===== src/rtl/ecc_merge_path.sv =====
module ecc_merge_path #(
  parameter int DW = 64,
  parameter int CW = 8,
  parameter int AW = 10,
  parameter int REGIONS = 4
)(
  input  logic                 clk,
  input  logic                 rst_n,
  input  logic                 cfg_we,
  input  logic [REGIONS-1:0]   cfg_mode,
  input  logic                 req_valid,
  output logic                 req_ready,
  input  logic                 req_write,
  input  logic [AW-1:0]        req_addr,
  input  logic [DW-1:0]        req_wdata,
  input  logic [DW/8-1:0]      req_be,
  output logic                 rsp_valid,
  output logic [DW-1:0]        rsp_data,
  output logic                 rsp_sec,
  output logic                 rsp_ded,
  output logic                 arr_req,
  output logic                 arr_we,
  output logic [AW-1:0]        arr_addr,
  output logic [DW+CW-1:0]     arr_wdata,
  output logic [DW/8:0]        arr_wbe,
  input  logic [DW+CW-1:0]     arr_rdata
);
  localparam int NB   = DW / 8;
  localparam int HB   = CW - 1;
  localparam int NPOS = DW + HB;
  localparam int RB   = $clog2(REGIONS);

  typedef enum logic [1:0] {IDLE, MERGE, WBACK} st_t;

  function automatic logic [HB-1:0] hsyn(input logic [DW-1:0] d);
    logic [HB-1:0] s;
    int k;
    s = '0;
    k = 0;
    for (int p = 1; p <= NPOS; p++) begin
      if ((p & (p - 1)) != 0) begin
        if (d[k]) s = s ^ HB'(p);
        k++;
      end
    end
    return s;
  endfunction

  function automatic logic [DW-1:0] repair(input logic [DW-1:0] d, input logic [HB-1:0] s);
    logic [DW-1:0] r;
    int k;
    r = d;
    k = 0;
    for (int p = 1; p <= NPOS; p++) begin
      if ((p & (p - 1)) != 0) begin
        if (p == int'(s)) r[k] = ~r[k];
        k++;
      end
    end
    return r;
  endfunction

  function automatic logic [CW-1:0] enc(input logic [DW-1:0] d);
    logic [HB-1:0] h;
    h = hsyn(d);
    return {^{d, h}, h};
  endfunction

  st_t              st;
  logic [REGIONS-1:0] mode, pend;
  logic             pflag, rd_q, prot_q;
  logic [AW-1:0]    addr_q;
  logic [DW-1:0]    wd_q, mrg_q;
  logic [NB-1:0]    be_q;

  wire [RB-1:0] reg_a  = req_addr[AW-1 -: RB];
  wire          prot_a = mode[reg_a];
  wire          acc    = req_valid && req_ready;
  wire          rmw    = acc && req_write && prot_a && !(&req_be);

  wire [DW-1:0] rd_d  = arr_rdata[DW-1:0];
  wire [HB-1:0] syn   = hsyn(rd_d) ^ arr_rdata[DW +: HB];
  wire          odd   = ^arr_rdata;
  wire [DW-1:0] fixed = odd ? repair(rd_d, syn) : rd_d;

  assign req_ready = (st == IDLE) && !pflag;
  assign rsp_valid = rd_q;
  assign rsp_data  = prot_q ? fixed : rd_d;
  assign rsp_sec   = rd_q && prot_q && odd;
  assign rsp_ded   = rd_q && prot_q && !odd && (syn != '0);

  always_comb begin
    arr_req   = 1'b0;
    arr_we    = 1'b0;
    arr_addr  = req_addr;
    arr_wdata = {enc(req_wdata), req_wdata};
    arr_wbe   = prot_a ? '1 : {1'b0, req_be};
    if (st == WBACK) begin
      arr_req   = 1'b1;
      arr_we    = 1'b1;
      arr_addr  = addr_q;
      arr_wdata = {enc(mrg_q), mrg_q};
      arr_wbe   = '1;
    end else if (acc) begin
      arr_req = 1'b1;
      arr_we  = req_write && !rmw;
    end
  end

  always_ff @(posedge clk) begin
    if (!rst_n) begin
      st     <= IDLE;
      mode   <= '0;
      pend   <= '0;
      pflag  <= 1'b0;
      rd_q   <= 1'b0;
      prot_q <= 1'b0;
      addr_q <= '0;
      wd_q   <= '0;
      be_q   <= '0;
      mrg_q  <= '0;
    end else begin
      rd_q   <= acc && !req_write;
      prot_q <= prot_a;
      case (st)
        IDLE: if (rmw) begin
          st     <= MERGE;
          addr_q <= req_addr;
          wd_q   <= req_wdata;
          be_q   <= req_be;
        end
        MERGE: begin
          st <= WBACK;
          for (int b = 0; b < NB; b++)
            mrg_q[8*b +: 8] <= be_q[b] ? wd_q[8*b +: 8] : fixed[8*b +: 8];
        end
        default: st <= IDLE;
      endcase
      if (cfg_we) begin
        pend  <= cfg_mode;
        pflag <= 1'b1;
      end else if (pflag && st == IDLE && !rd_q) begin
        mode  <= pend;
        pflag <= 1'b0;
      end
    end
  end
endmodule


===== config.mk =====
export PLATFORM = sky130hd
export DESIGN_NAME = ecc_merge_path
export DESIGN_NICKNAME = d
export VERILOG_FILES = /design/src/rtl/ecc_merge_path.sv
export SDC_FILE = /design/constraint.sdc
export NUM_CORES = 1
export LEC_CHECK = 0
export BUFFER_PORTS_ARGS = -buffer_cell sky130_fd_sc_hd__buf_2
export CAP_MARGIN = 20
export CORE_MARGIN = 3
export CORE_UTILIZATION = 60
export CTS_BUF_LIST = sky130_fd_sc_hd__clkbuf_4
export DETAILED_ROUTE_END_ITERATION = 7
export HOLD_SLACK_MARGIN = 0.03
export PLACE_DENSITY = 0.95
export SYNTH_ARGS = -nofsm -noshare
export SYNTH_HDL_FRONTEND = slang
export SYNTH_SLANG_ARGS = --single-unit

===== constraint.sdc =====
create_clock -name clk -period 8.75 [get_ports clk]
set_input_delay 1.3125 -clock clk [delete_from_list [all_inputs] [get_ports clk]]
set_output_delay 1.3125 -clock clk [all_outputs]
set_load 0.01 [all_outputs]

==> results by group, run 1 <==
Worst setup path
  • CP Capture Type: output pin
  • Reg2reg start: st[1]
  • CP Launch Point: arr_rdata[10]
  • Internal reg-to-reg setup slack: 5.22 ns
  • Crit path DAT: 5.42 ns
  • Worst path required time: 7.44 ns
  • CP Max Fanout: 24
  • Path type of the worst setup path: in -> out
  • Crit start category: input pin

Placement
  • Gpl congestion: 1.04
  • Input/output buffers: 323
  • Dpl hpwl: 40,600 um
  • Placed inst area: 0.0157 mm^2

Pwr
  • Peak supply drop: 0.361 mV
  • Sequential Power Share: 0.164
  • Tot Pwr: 4.46 mW
  • Leak Pwr: 6.22 nW
  • Pwr Density: 279 mW/mm^2
  • Switching Power: 2.60 mW
  • Internal: 1.86 mW
  • Switching share of power: 0.583
  • Clock power frac: 0.096
  • Logic pwr share: 0.740

Route
  • Pre-antenna DRT Iters: 8
  • DRC errors left: 0
  • Detailed Route Iter0 Violations: 2,147
  • Routed WL per cell: 23.0 um
  • Vias post-DR: 14,700
  • Drt via density: 6.29
  • Final ANT Viol Nets: 0
  • Final wirelength: 53,800 um

Min path
  • Worst hold path class: reg -> reg
  • Hold path start: addr_q[0]

Timing
  • Final setup viols: 0
  • Setup TNS: 0 ns
  • Slew Viols, Final: 0
  • Final hold violation count: 0
  • Final Skew: 0.0196 ns
  • Slew margin rel.: 0.205
  • Max Clk Rate: 0.149 GHz
  • Tcrit/Tclk final: 0.770
  • Fin crit period: 6.73 ns
  • Worst-margin pin slew: 1.19 ns
  • RSZ-0062 raised after global routing: no

GRT
  • Largest net degree at the start of global routing: 97
  • Total Routing Usage GR: 0.402
  • Global-route wire length before repair: 80,900 um
  • GR Overflow Total: 0
  • Vias in the first global route: 13,800
  • Initial antenna violation count: 2

CTS
  • H-tree lvl count: 4
  • TritonCTS clock tree: yes
  • Resized cells post-CTS: 0
  • Num CTS Buffers: 17
  • Clk sink count: 159
  • Clock-pin slew on the worst setup and hold paths: 0.16 ns
  • Hold Buf Count CTS: 0
  • CTS Root Cell: clkbuf_4
  • Longest Clk Path Bufs: 2
  • Setup Fix Bufs, Post-CTS: 0
  • Clock Latency Late Sink: 0.61 ns

Synthesis
  • Synth Flop Type: dfxtp_1
  • Mean Syn Cell Area: 7.85 um^2
  • Seq/Total Area, Yosys: 0.224
  • Post-Syn Area: 0.0142 mm^2
  • YS warnings: 0
  • Post-synth net total: 1,972
  • Post-synthesis async set-or-reset flop share: 0
  • Syn Inst Count: 1,809
  • Synthesized flop and latch total: 159
  • Post-synthesis cell type count: 67
  • EDFF count, synth: 0

Layout
  • Area Growth Syn to Fin: 12.4%
  • Post-route cell area: 0.0160 mm^2
  • Most frequent cells in the layout: nand2_1 (432), xnor2_1 (377), buf_2 (323)
  • Most common cell after layout, fill and taps aside: nand2_1
  • Layout cells sized above 1: 0.212
  • Final nets: 2,173

Outcome
  • Status: completed

Floorplan
  • Rows: 55
  • Initial cell density of the core: 0.620
  • Boundary Pins: 324
  • Die Y: 160 um
  • Die width: 160 um
  • DIE AREA: 0.0255 mm^2
  • Core footprint: 0.0229 mm^2

Job
  • Maxcap violations: 0
through the flow:
| stage | util | setup slack (ns) | hold WS, ns | std cells |
|---|---|---|---|---|
| after floorplan | - | 3.31 | 0.440 | 1809 |
| after detailed placement | 0.684 | 2.19 | 0.460 | 2303 |
| after CTS | 0.695 | 2.15 | 0.478 | 2335 |
| after global routing | 0.697 | 1.93 | 0.498 | 2338 |
| after global placement | 0.684 | 2.31 | 0.452 | 2303 |
| final | 0.697 | 2.02 | 0.478 | 2339 |
synthesized netlist by cell type, types with 17 or more instances:
master / number / area (um^2)
buf_2: 36 / 180
and4_1: 21 / 184
nand3_1: 64 / 320
xnor2_1: 377 / 3300
a21boi_0: 83 / 623
a31oi_1: 18 / 113
a21oi_1: 35 / 175
dfxtp_1: 159 / 3180
nor2_1: 35 / 131
o21ai_0: 24 / 120
xnor3_1: 24 / 541
clkbuf_1: 106 / 398
nand2_1: 432 / 1620
o21ai_1: 41 / 205
a32oi_1: 33 / 289
xor2_1: 72 / 631
nand4_1: 17 / 106
sequential cells by signal (all words and copies together) (netlist names):
signal and cells:
mrg_q 64, wd_q 64, addr_q 10, be_q 8, mode 4, pend 4, st 2, pflag 1
prot_q 1, rsp_valid 1
logic make-up after synthesis:
logic type / count (synthesis) / synth area share
flip-flops: 159 / 0.224
multiplexers: 11 / 0.00864
buffers and inverters: 167 / 0.0502
AND/OR/NAND/NOR: 650 / 0.209
AO/OA/AOI/OAI: 336 / 0.174
XOR/XNOR: 486 / 0.334
final cells by class:
cell class / instances / area, um^2
timing repair buffer: 341 / 1760
clock buffer: 17 / 128
inverter: 8 / 30.0
antenna: 3 / 7.51
clock inverter: 15 / 128
fill: 1815 / 6950
tap: 313 / 392
sequential: 159 / 3180
multi-input combinational: 1483 / 10300
worst max-delay path, stage by stage:
cell	delay, ns
buf_2	0.18
xnor3_1	0.47
xnor3_2	0.44
xnor2_1	0.23
xnor3_1	0.35
xnor3_1	1.13
o211a_1	0.72
nand3_1	0.22
xnor2_1	0.20
buf_2	0.15
power by group through the flow:
stage               combinational (mW)  sequential (mW)  clock [mW]
floorplan                         2.30            0.746           0
global placement                  3.11            0.748           0
detailed placement                3.17            0.748           0
CTS                               3.18            0.733       0.423
global route                      3.41            0.733       0.456
finish                            3.30            0.732       0.430
per-layer routing:
metal	up-vias	wire length, um	global-route usage
li1	6496	-	-
met1	6804	19800	0.510
met2	1160	23700	0.639
met3	250	6860	0.0900
met4	0	3420	0.216
met5	-	0	0
final timing paths:
check	depth (start not counted)	end
worst min-delay path	2	addr_q[0]
worst max register to register	7	mrg_q[38]
worst max-delay path	10	rsp_data[50]
worst min register to register	2	addr_q[0]
No activity file was read; power rests on OpenSTA's default activity.
==> run 2, diff against run 1 <==
--- a/config.mk
+++ b/config.mk
@@ -8,11 +8,11 @@
 export BUFFER_PORTS_ARGS = -buffer_cell sky130_fd_sc_hd__buf_2
 export CAP_MARGIN = 20
 export CORE_MARGIN = 3
-export CORE_UTILIZATION = 60
+export CORE_UTILIZATION = 52
 export CTS_BUF_LIST = sky130_fd_sc_hd__clkbuf_4
 export DETAILED_ROUTE_END_ITERATION = 7
 export HOLD_SLACK_MARGIN = 0.03
-export PLACE_DENSITY = 0.95
+export PLACE_DENSITY = 0.88
 export SYNTH_ARGS = -nofsm -noshare
 export SYNTH_HDL_FRONTEND = slang
 export SYNTH_SLANG_ARGS = --single-unit
==> constraint.sdc (replaced) <==
create_clock -name clk -period 5.9 [get_ports clk]
set_input_delay 0.885 -clock clk [delete_from_list [all_inputs] [get_ports clk]]
set_output_delay 0.885 -clock clk [all_outputs]
set_load 0.01 [all_outputs]
==> results by group, run 2 (synthesized netlist as in run 1, its figures left out) <==
Outcome
  • Status: completed (unchanged)

Floorplan
  • Die width: 171 um (was 160 um)
  • Core footprint: 0.0264 mm^2 (was 0.0229 mm^2)
  • Rows: 59 (was 55)
  • DIE AREA: 0.0293 mm^2 (was 0.0255 mm^2)
  • Boundary Pins: 324 (unchanged)
  • Initial cell density of the core: 0.537 (was 0.620)
  • Die Y: 171 um (was 160 um)

Layout
  • Biggest regs: mrg_q x64, wd_q x64, addr_q x10 (unchanged)
  • Layout cells sized above 1: 0.219 (was 0.212)
  • Final nets: 2,191 (was 2,173)
  • # fillers: 2,382 (was 1,815)
  • Post-route cell area: 0.0162 mm^2 (was 0.0160 mm^2)
  • Area Growth Syn to Fin: 13.8% (was 12.4%)
  • Most common cell after layout, fill and taps aside: nand2_1 (unchanged)
  • Most frequent cells in the layout: nand2_1 (432), xnor2_1 (377), buf_2 (323) (unchanged)

Timing
  • Final Skew: 0.0317 ns (was 0.0196 ns)
  • Fin crit period: 5.64 ns
  • Min Hold Slack: 0.468 ns (was 0.478 ns)
  • Slew Viols, Final: 0 (unchanged)
  • Final hold violation count: 0 (unchanged)
  • Tcrit/Tclk final: 0.956
  • Slew margin rel.: 0.266 (was 0.205)
  • Final worst-path setup slack: 0.260 ns (was 2.02 ns)
  • Final setup viols: 0 (unchanged)
  • Worst-margin pin slew: 1.10 ns (was 1.19 ns)
  • Setup TNS: 0 ns (unchanged)
  • RSZ-0062 raised after global routing: no (unchanged)
  • Max Clk Rate: 0.177 GHz

CTS
  • Longest Clk Path Bufs: 2 (unchanged)
  • Clock Latency Late Sink: 0.60 ns (was 0.61 ns)
  • H-tree lvl count: 4 (unchanged)
  • Hold Buf Count CTS: 0 (unchanged)
  • Resized cells post-CTS: 0 (unchanged)
  • CTS Root Cell: clkbuf_4 (unchanged)
  • Setup Fix Bufs, Post-CTS: 0 (unchanged)
  • Clock-pin slew on the worst setup and hold paths: 0.15 ns (was 0.16 ns)
  • Clk sink count: 159 (unchanged)
  • TritonCTS clock tree: yes (unchanged)
  • Num CTS Buffers: 17 (unchanged)

Worst setup path
  • CP Max Fanout: 19 (was 24)
  • Worst path required time: 5.02 ns (was 7.44 ns)
  • Path type of the worst setup path: in -> out (unchanged)
  • Slowest cell on crit path: xnor3_1 (unchanged)
  • Max incr delay on CP: 0.85 ns (was 1.13 ns)
  • Reg2reg path depth: 6 (was 7)
  • Cell mode on critical path: xnor3_1 (unchanged)
  • Crit path DAT: 4.76 ns (was 5.42 ns)
  • Worst path cell trace: buf_2, xor2_1, xnor3_1, xnor3_1, xnor2_1, xnor3_1, o211a_1, nand3_1, xnor2_1, buf_2 (was buf_2, xnor3_1, xnor3_2, xnor2_1, xnor3_1, xnor3_1, o211a_1, nand3_1, xnor2_1, buf_2)
  • Crit start category: input pin (unchanged)
  • CP Capture Type: output pin (unchanged)

GRT
  • Initial antenna violation count: 4 (was 2)
  • Vias in the first global route: 13,600 (was 13,800)
  • GR Overflow Total: 0 (unchanged)
  • Global-route wire length before repair: 81,200 um (was 80,900 um)
  • Total Routing Usage GR: 0.365 (was 0.402)
  • Largest net degree at the start of global routing: 96 (was 97)

Pwr
  • Switching Power: 3.95 mW (was 2.60 mW)
  • Pwr Density: 428 mW/mm^2 (was 279 mW/mm^2)
  • Internal: 2.97 mW (was 1.86 mW)
  • Logic pwr share: 0.739 (was 0.740)
  • Switching share of power: 0.571 (was 0.583)
  • Peak supply drop: 0.491 mV (was 0.361 mV)
  • Sequential Power Share: 0.157 (was 0.164)
  • Clock power frac: 0.104 (was 0.096)
  • Leak Pwr: 6.33 nW (was 6.22 nW)

Route
  • Vias post-DR: 14,500 (was 14,700)
  • Drt via density: 6.10 (was 6.29)
  • Final ANT Viol Nets: 0 (unchanged)
  • Detailed Route Iter0 Violations: 1,723 (was 2,147)
  • Final wirelength: 55,500 um (was 53,800 um)
  • Pre-antenna DRT Iters: 8 (unchanged)
  • Routed WL per cell: 23.3 um (was 23.0 um)
  • DRC errors left: 0 (unchanged)

Placement
  • Gpl congestion: 1.07 (was 1.04)
  • Placed inst area: 0.0159 mm^2 (was 0.0157 mm^2)
  • DP Worst Slack: 0.384 ns (was 2.19 ns)
  • Input/output buffers: 323 (unchanged)
  • Dpl hpwl: 42,900 um (was 40,600 um)

Job
  • Maxcap violations: 0 (unchanged)

Min path
  • Worst hold path class: in -> reg (was reg -> reg)
  • Hold path cells: 2 (unchanged)
## run 2: changes by cell type in the layout (fill, tap and decap cells not counted), moves of 2 or more
| cell | delta |
|---|---|
| buf_4 | +19 |
| bufinv_16 | +2 |
| clkinv_4 | -2 |
| clkinvlp_4 | -2 |
| inv_6 | +2 |
## run 2: worst paths after layout
path / startpoint / end / slack, ns
worst min register to register: addr_q[1] / addr_q[1] / 0.47
worst max register to register: st[0] / mrg_q[38] / 2.83
worst min-delay path: req_write / rsp_valid / 0.47
worst max-delay path: arr_rdata[46] / rsp_data[50] / 0.26
## run 2: layer usage
layer	vias up	global-route usage	wire (um)	part of all wire
met3	178	0.0692	6310	0.11
met2	1049	0.576	24400	0.44
li1	6531	-	-	-
met5	-	0	33	0.00059
met1	6756	0.489	22100	0.40
met4	4	0.157	2590	0.047
## run 2: layout make-up
cell class,instances,area [um^2],share of cell area
inverters,8,30.0,0.00186
clock buffers,17,128,0.00790
diodes,3,7.51,0.000465
multi-input cells,1483,10300,0.639
repair buffers,359,1890,0.117
clock inverters,15,171,0.0106
flip-flops and latches,159,3180,0.197
well taps,335,419,0.0259
## run 2: power groups by stage
| stage | clock [mW] | combinational (mW) | sequential [mW] |
|---|---|---|---|
| 2_1_floorplan | 0 | 3.41 | 1.11 |
| 3_3_place_gp | 0 | 4.92 | 1.11 |
| 3_5_place_dp | 0 | 4.97 | 1.11 |
| 4_1_cts | 0.726 | 4.99 | 1.09 |
| 5_1_grt | 0.762 | 5.33 | 1.09 |
| 6_report | 0.720 | 5.11 | 1.09 |
## run 2: through the flow
stage                     total power [mW]  cells   util
after CTS                             6.80   2376  0.611
after global routing                  7.18   2378  0.611
after floorplan                       4.52   1809      -
after detailed placement              6.08   2344  0.600
after global placement                6.03   2344  0.600
final                                 6.92   2379  0.611
## run 2: worst max-delay path, delay by kind of cell
family          cells  cell delay, ns
compound gates      1            0.71
xor+xnor            6            2.63
buf+inv             2            0.31
simple gates        1            0.19
